==> src/rtl/tbus_pkg.sv <==
package tbus_pkg;

   typedef enum logic [1:0] {
      TB_ST_OK     = 2'b00,
      TB_ST_PARAM  = 2'b01,
      TB_ST_WFAIL  = 2'b10
   } tbus_status_e;

   typedef enum logic {
      TB_OP_FILL = 1'b0,
      TB_OP_LIST = 1'b1
   } tbus_op_e;

   typedef enum logic [2:0] {
      SQ_IDLE,
      SQ_RD,
      SQ_RD_WAIT,
      SQ_WR,
      SQ_WR_WAIT,
      SQ_FIN
   } tbus_state_e;

endpackage

==> src/rtl/tbus_cmd_check.sv <==
module tbus_cmd_check #(
   parameter int CNT_W            = 16,
   parameter int LIST_MAX         = 512,
   parameter int TABLE_ENTRIES    = 1024,
   parameter int LIST_ALIGN_SHIFT = 12
) (
   input  logic                        op_list,
   input  logic [CNT_W-1:0]            count,
   input  logic [LIST_ALIGN_SHIFT-1:0] list_low,
   output logic                        cmd_ok
);

   localparam logic [CNT_W:0] LIM_LIST  = (CNT_W+1)'(LIST_MAX);
   localparam logic [CNT_W:0] LIM_TABLE = (CNT_W+1)'(TABLE_ENTRIES);

   logic [CNT_W:0] cnt_w;
   logic           nonzero;
   logic           list_ok;
   logic           fill_ok;

   assign cnt_w   = {1'b0, count};
   assign nonzero = |count;
   assign list_ok = (cnt_w <= LIM_LIST) && (list_low == '0);
   assign fill_ok = (cnt_w <= LIM_TABLE);

   always_comb begin
      cmd_ok = 1'b0;
      if (nonzero) begin
         cmd_ok = op_list ? list_ok : fill_ok;
      end
   end

endmodule

==> src/rtl/tbus_walk.sv <==
module tbus_walk #(
   parameter int ADDR_W     = 40,
   parameter int CNT_W      = 16,
   parameter int PAGE_SHIFT = 12,
   parameter int SLOT_BYTES = 8
) (
   input  logic              clk,
   input  logic              rst_n,
   input  logic              load,
   input  logic              step,
   input  logic [ADDR_W-1:0] bus_addr,
   input  logic [ADDR_W-1:0] list_addr,
   input  logic [CNT_W-1:0]  count,
   output logic [ADDR_W-1:0] page_addr,
   output logic [ADDR_W-1:0] slot_addr,
   output logic [CNT_W-1:0]  idx,
   output logic              at_last
);

   localparam logic [ADDR_W-1:0] PAGE_BYTES = ADDR_W'(1) << PAGE_SHIFT;
   localparam logic [ADDR_W-1:0] PAGE_MASK  = PAGE_BYTES - ADDR_W'(1);
   localparam logic [ADDR_W-1:0] SLOT_STEP  = ADDR_W'(SLOT_BYTES);

   logic [ADDR_W-1:0] page_q;
   logic [ADDR_W-1:0] slot_q;
   logic [CNT_W-1:0]  idx_q;
   logic [CNT_W-1:0]  n_q;

   always_ff @(posedge clk or negedge rst_n) begin
      if (!rst_n) begin
         page_q <= '0;
         slot_q <= '0;
         idx_q  <= '0;
         n_q    <= '0;
      end else if (load) begin
         page_q <= bus_addr & ~PAGE_MASK;
         slot_q <= list_addr;
         idx_q  <= '0;
         n_q    <= count;
      end else if (step) begin
         page_q <= page_q + PAGE_BYTES;
         slot_q <= slot_q + SLOT_STEP;
         idx_q  <= idx_q + 1'b1;
      end
   end

   assign page_addr = page_q;
   assign slot_addr = slot_q;
   assign idx       = idx_q;
   assign at_last   = (idx_q == (n_q - 1'b1));

endmodule

==> src/rtl/tbus_byte_order.sv <==
module tbus_byte_order #(
   parameter int ENTRY_W    = 64,
   parameter bit BIG_ENDIAN = 1'b1
) (
   input  logic [ENTRY_W-1:0] lanes,
   output logic [ENTRY_W-1:0] entry
);

   localparam int NB = ENTRY_W / 8;

   generate
      if (BIG_ENDIAN) begin : g_swap
         for (genvar b = 0; b < NB; b++) begin : g_lane
            assign entry[8*(NB-1-b) +: 8] = lanes[8*b +: 8];
         end
      end else begin : g_pass
         assign entry = lanes;
      end
   endgenerate

endmodule

==> src/rtl/tbus_bulk_seq.sv <==
module tbus_bulk_seq #(
   parameter int ADDR_W           = 40,
   parameter int ENTRY_W          = 64,
   parameter int CNT_W            = 16,
   parameter int PAGE_SHIFT       = 12,
   parameter int LIST_MAX         = 512,
   parameter int TABLE_ENTRIES    = 1024,
   parameter int LIST_ALIGN_SHIFT = 12,
   parameter bit LIST_BIG_ENDIAN  = 1'b1
) (
   input  logic               clk,
   input  logic               rst_n,
   input  logic               cmd_valid,
   input  logic               cmd_op,
   input  logic [ADDR_W-1:0]  cmd_bus_addr,
   input  logic [ADDR_W-1:0]  cmd_list_addr,
   input  logic [CNT_W-1:0]   cmd_count,
   input  logic [ENTRY_W-1:0] cmd_value,
   output logic               busy,
   output logic               done,
   output logic [1:0]         status,
   output logic [CNT_W-1:0]   processed,
   output logic [CNT_W-1:0]   last_index,
   output logic               rd_req,
   output logic [ADDR_W-1:0]  rd_addr,
   input  logic               rd_resp_valid,
   input  logic [ENTRY_W-1:0] rd_resp_data,
   output logic               wr_req,
   output logic [ADDR_W-1:0]  wr_addr,
   output logic [ENTRY_W-1:0] wr_data,
   input  logic               wr_resp_valid,
   input  logic               wr_resp_err
);

   import tbus_pkg::*;

   localparam int SLOT_BYTES = ENTRY_W / 8;

   generate
      if ((ENTRY_W % 8) != 0) begin : g_bad_entry
         $error("ENTRY_W must be a whole number of bytes");
      end
      if (PAGE_SHIFT < 1 || PAGE_SHIFT >= ADDR_W) begin : g_bad_page
         $error("PAGE_SHIFT must lie inside the address");
      end
      if (LIST_ALIGN_SHIFT < 1 || LIST_ALIGN_SHIFT >= ADDR_W) begin : g_bad_align
         $error("LIST_ALIGN_SHIFT must lie inside the address");
      end
      if (CNT_W < 2 || CNT_W > 30) begin : g_bad_cnt
         $error("CNT_W out of range");
      end
      if ((1 << CNT_W) <= LIST_MAX || (1 << CNT_W) <= TABLE_ENTRIES) begin : g_bad_lim
         $error("CNT_W cannot reach the count limits");
      end
   endgenerate

   tbus_state_e       state_q;
   tbus_status_e      status_q;
   logic              op_list_q;
   logic [ENTRY_W-1:0] ent_q;
   logic              done_q;

   logic              accept;
   logic              cmd_ok;
   logic              w_load;
   logic              w_step;
   logic [ADDR_W-1:0] w_page;
   logic [ADDR_W-1:0] w_slot;
   logic [CNT_W-1:0]  w_idx;
   logic              w_last;
   logic [ENTRY_W-1:0] fetched;
   logic              wr_good;

   assign accept  = cmd_valid && (state_q == SQ_IDLE);
   assign wr_good = (state_q == SQ_WR_WAIT) && wr_resp_valid && !wr_resp_err;
   assign w_load  = accept;
   assign w_step  = wr_good;

   tbus_cmd_check #(
      .CNT_W            (CNT_W),
      .LIST_MAX         (LIST_MAX),
      .TABLE_ENTRIES    (TABLE_ENTRIES),
      .LIST_ALIGN_SHIFT (LIST_ALIGN_SHIFT)
   ) u_check (
      .op_list  (cmd_op),
      .count    (cmd_count),
      .list_low (cmd_list_addr[LIST_ALIGN_SHIFT-1:0]),
      .cmd_ok   (cmd_ok)
   );

   tbus_walk #(
      .ADDR_W     (ADDR_W),
      .CNT_W      (CNT_W),
      .PAGE_SHIFT (PAGE_SHIFT),
      .SLOT_BYTES (SLOT_BYTES)
   ) u_walk (
      .clk       (clk),
      .rst_n     (rst_n),
      .load      (w_load),
      .step      (w_step),
      .bus_addr  (cmd_bus_addr),
      .list_addr (cmd_list_addr),
      .count     (cmd_count),
      .page_addr (w_page),
      .slot_addr (w_slot),
      .idx       (w_idx),
      .at_last   (w_last)
   );

   tbus_byte_order #(
      .ENTRY_W    (ENTRY_W),
      .BIG_ENDIAN (LIST_BIG_ENDIAN)
   ) u_order (
      .lanes (rd_resp_data),
      .entry (fetched)
   );

   always_ff @(posedge clk or negedge rst_n) begin
      if (!rst_n) begin
         state_q   <= SQ_IDLE;
         status_q  <= TB_ST_OK;
         op_list_q <= 1'b0;
         ent_q     <= '0;
         done_q    <= 1'b0;
      end else begin
         done_q <= 1'b0;
         case (state_q)
            SQ_IDLE: begin
               if (cmd_valid) begin
                  op_list_q <= cmd_op;
                  ent_q     <= cmd_value;
                  if (!cmd_ok) begin
                     status_q <= TB_ST_PARAM;
                     state_q  <= SQ_FIN;
                  end else begin
                     status_q <= TB_ST_OK;
                     state_q  <= (cmd_op == TB_OP_LIST) ? SQ_RD : SQ_WR;
                  end
               end
            end
            SQ_RD: begin
               state_q <= SQ_RD_WAIT;
            end
            SQ_RD_WAIT: begin
               if (rd_resp_valid) begin
                  ent_q   <= fetched;
                  state_q <= SQ_WR;
               end
            end
            SQ_WR: begin
               state_q <= SQ_WR_WAIT;
            end
            SQ_WR_WAIT: begin
               if (wr_resp_valid) begin
                  if (wr_resp_err) begin
                     status_q <= TB_ST_WFAIL;
                     state_q  <= SQ_FIN;
                  end else if (w_last) begin
                     state_q <= SQ_FIN;
                  end else begin
                     state_q <= op_list_q ? SQ_RD : SQ_WR;
                  end
               end
            end
            SQ_FIN: begin
               done_q  <= 1'b1;
               state_q <= SQ_IDLE;
            end
            default: begin
               state_q <= SQ_IDLE;
            end
         endcase
      end
   end

   assign busy       = (state_q != SQ_IDLE);
   assign done       = done_q;
   assign status     = status_q;
   assign processed  = w_idx;
   assign last_index = (w_idx == '0) ? '0 : (w_idx - 1'b1);
   assign rd_req     = (state_q == SQ_RD);
   assign rd_addr    = w_slot;
   assign wr_req     = (state_q == SQ_WR);
   assign wr_addr    = w_page;
   assign wr_data    = ent_q;

endmodule

==> config.mk <==
export PLATFORM = sky130hd
export DESIGN_NAME = tbus_bulk_seq
export DESIGN_NICKNAME = d
export VERILOG_FILES = /design/src/rtl/tbus_pkg.sv /design/src/rtl/tbus_cmd_check.sv /design/src/rtl/tbus_walk.sv /design/src/rtl/tbus_byte_order.sv /design/src/rtl/tbus_bulk_seq.sv
export SDC_FILE = /design/constraint.sdc
export NUM_CORES = 1
export LEC_CHECK = 0
export BUFFER_PORTS_ARGS = -buffer_cell sky130_fd_sc_hd__buf_2
export CORE_AREA = 2 2 187 189
export CTS_CLUSTER_SIZE = 20
export DETAILED_ROUTE_END_ITERATION = 8
export DIE_AREA = 0 0 189 191
export GPL_TIMING_DRIVEN = 0
export HOLD_SLACK_MARGIN = 0.08
export PLACE_DENSITY = 0.49
export SETUP_SLACK_MARGIN = 0.05
export SLEW_MARGIN = 10
export SYNTH_ARGS = -nofsm -noshare
export SYNTH_HDL_FRONTEND = slang
export SYNTH_SLANG_ARGS = --single-unit
==> constraint.sdc <==
create_clock -name clk -period 7.13 [get_ports clk]
set_input_delay 2.139 -clock clk [delete_from_list [all_inputs] [get_ports clk]]
set_output_delay 2.139 -clock clk [all_outputs]
set_load 0.01 [all_outputs]
==> reports/metrics.cfg <==
[cts]
clockRootBuffer=clkbuf_16
cts.sinks=171
clockBufferDepth=2
cts_tree=yes
cts_hold_buffers=0
htreeDepth=4
post_cts_buffers=0
numCtsBuffers=17
clk_latency_ps=440
clkTransAtPathRegs_ps=70
cts_resized=0

[floorplanning]
core_area_um2=34100
rows=68
start_util=0.276
design.die.area_um2=36100
die_w_um=189
io_pins=413
fp.dieH_um=191

[place]
portBuffers=388
hpwl_um=28100
gp_congestion=0.864

[global_route]
grt_max_degree=92
grt_antenna_before_repair=4
grtUsageTotal=0.196
grt_pass1_vias=9022
grt_remaining_overflow=0
grt_pass1_wl_um=53900

[setup_path]
required_ps=4990
start_kind=flip-flop
end_kind=output pin
r2r-end=state_q[1]$_DFFE_PN0P_
critPathArrivalTime_ps=2940
r2r_start=u_walk.n_q[0]$_DFFE_PN0P_
critical_path_class=reg2out
r2r_slack_ps=3940
worstRegToRegCells=9
crit_fanout=10

[synthesis]
netlist_top_cells_count=nand2_1 (222), dfrtp_1 (171), o21ai_0 (131)
synth_area_um2=9410
ys_ff_latch=171
syn_inst=1066
synth_edf_count=0
avgSynthCellArea_um2=8.82
synth-seq-area-share=0.455
yosys_most_used_dff=dfrtp_1
synth.distinct_cells=65
yosysWarnings=0
yosysMostFrequentCell=nand2_1
synthTopCellsByArea=dfrtp_1 (45%), nand2_1 (8.9%), o21ai_0 (7.0%), mux2i_1 (6.8%), xnor2_1 (4.3%)
synthArstFlopShare=1.00
synth_top_cell_area_share=0.455
synth_top_cell_by_area=dfrtp_1

[power_and_ir_drop]
seqPwrFrac=0.352
p_leak_uw=0.00600
peakVddDrop_uv=162
intPower_uw=2850
net-switching-power_uw=2230
power.density_nw_per_um2=404
pwr-share-clk=0.188
pwr-share-comb=0.460
switching_share=0.439

[hold_path]
hold_path_end=wr_data[43]$_DFFE_PN0P_
hp-start=wr_data[43]$_DFFE_PN0P_
hold_path_class=reg2reg
hold_depth=2

[sta]
relSlewSlack=0.359
rsz0062_at_grt=false
hold_viol_final=0
tightest_slew_ps=953
fin_crit_ps=5080
fin_tns_setup_ps=0
finalClockSkew_ps=8.86
layout_worst_path_cycle_share=0.712
setup_viol_count_final=0
timing.hold.ws_ps=472
fmax_mhz=197
maxSlewViolCount=0

[cells_and_area]
fin_nets=1721
fin_util=0.369
drive_gt1_frac=0.309
synthToLayoutAreaGrowth_pct=33.8

[route]
drtIter0Drc=519
ant_nets=0
avgRoutedWirePerCell_um=18.3
vias_per_cell=4.65
routed-wl-met2_um=16700
drc=0
drt-met1-wl_um=16700
drt-total-wl_um=35800
dr_wl_met3_um=1680
dr.pass1.iters=5
vias=9088
highest_layer=met5

[flow_run]
cap_violations=0

[status]
status=finished clean

registers in the layout, summed over array words and instances, names as in the netlist:
name	count
u_walk.idx	16
done	1
wr_data	64
state_q	3
u_walk.page_addr	28
status	2
u_walk.slot_addr	40
u_walk.n_q	16
op_list_q	1
metrics by stage:
step	power (uW)	setup WS, ps	instance area, um^2	cells
2_1_floorplan	3110	2990	9450	1077
3_3_place_gp	4140	784	12000	1920
3_5_place_dp	4170	2310	12000	1921
4_1_cts	5150	2060	12600	1952
5_1_grt	5510	1770	12600	1954
6_report	5090	2050	12600	1954
power by group through the flow:
stage,Combinational [uW],Sequential (uW),Clock (uW)
detailed placement,2370,1800,0
global placement,2340,1790,0
floorplan,1200,1910,0
global route,2620,1860,1030
CTS,2380,1790,984
finish,2340,1790,957
worst max-delay path: stages (launching register included):
cell	delay [ps]
dfrtp_1	370
clkbuf_1	210
or4_1	600
nor2_1	320
and3_1	290
buf_1	420
nor2_1	130
buf_2	160
layout make-up:
class                           instances  area [um^2]
Inverter                               16         60.1
Fill cell                            3613        21500
Multi-Input combinational cell        812         4760
Tap cell                              455          569
Clock inverter                         12          139
Clock buffer                           19          443
Antenna cell                            2         5.00
Sequential cell                       171         4280
Timing Repair Buffer                  389         1980
Buffer                                 78          357
worst max path at each step:
stage | from | to | slack, ps | depth (start not counted)
after floorplan | u_walk.idx[7]$_DFFE_PN0P_ | last_index[10] | 2990 | 6
after global placement | rst_n | u_walk.slot_addr[27]$_DFFE_PN0P_ | 780 | 1
after detailed placement | cmd_valid | u_walk.n_q[9]$_DFFE_PN0P_ | 2310 | 7
after CTS | u_walk.idx[7]$_DFFE_PN0P_ | last_index[6] | 2060 | 7
after global routing | u_walk.idx[4]$_DFFE_PN0P_ | last_index[8] | 1770 | 8
final | u_walk.idx[7]$_DFFE_PN0P_ | last_index[6] | 2050 | 7
cells in the final DEF, fill, tap and decap left out, drive strengths merged, types with 3 or more instances in the layout:
master / n
a21o: 4
a21oi: 13
a221o: 4
a31oi: 5
and2: 7
and3: 18
and4: 4
buf: 417
clkbuf: 69
clkinv: 4
clkinvlp: 3
conb: 12
dfrtp: 171
ha: 5
inv: 19
mux2i: 64
nand2: 222
nand3: 32
nand4: 18
nor2: 73
nor2b: 5
nor3: 26
nor3b: 4
nor4: 11
o211ai: 3
o21ai: 131
o311ai: 3
o31ai: 4
or2: 6
or3: 5
or4: 6
xnor2: 46
xor2: 46
metal layers:
| metal | global-route usage | vias to the layer above |
|---|---|---|
| li1 | - | 4465 |
| met1 | 0.271 | 4334 |
| met2 | 0.308 | 252 |
| met3 | 0.0411 | 35 |
| met4 | 0.0592 | 2 |
| met5 | 0 | - |
cell families (layout without fill, tap and decap cells):
| logic type | Yosys count | in the layout | synth area share |
|---|---|---|---|
| and+or+nand+nor | 450 | 450 | 0.224 |
| DFF | 171 | 171 | 0.455 |
| other | 1 | 14 | 0.000399 |
| xor gates and xnor gates | 92 | 92 | 0.0857 |
| muxes | 65 | 65 | 0.0693 |
| buffers and inverters | 94 | 514 | 0.0443 |
| AOI/OAI and AO/OA | 188 | 188 | 0.115 |
| adders and majority gates | 5 | 5 | 0.00665 |
(Power assumes the default switching activity.)
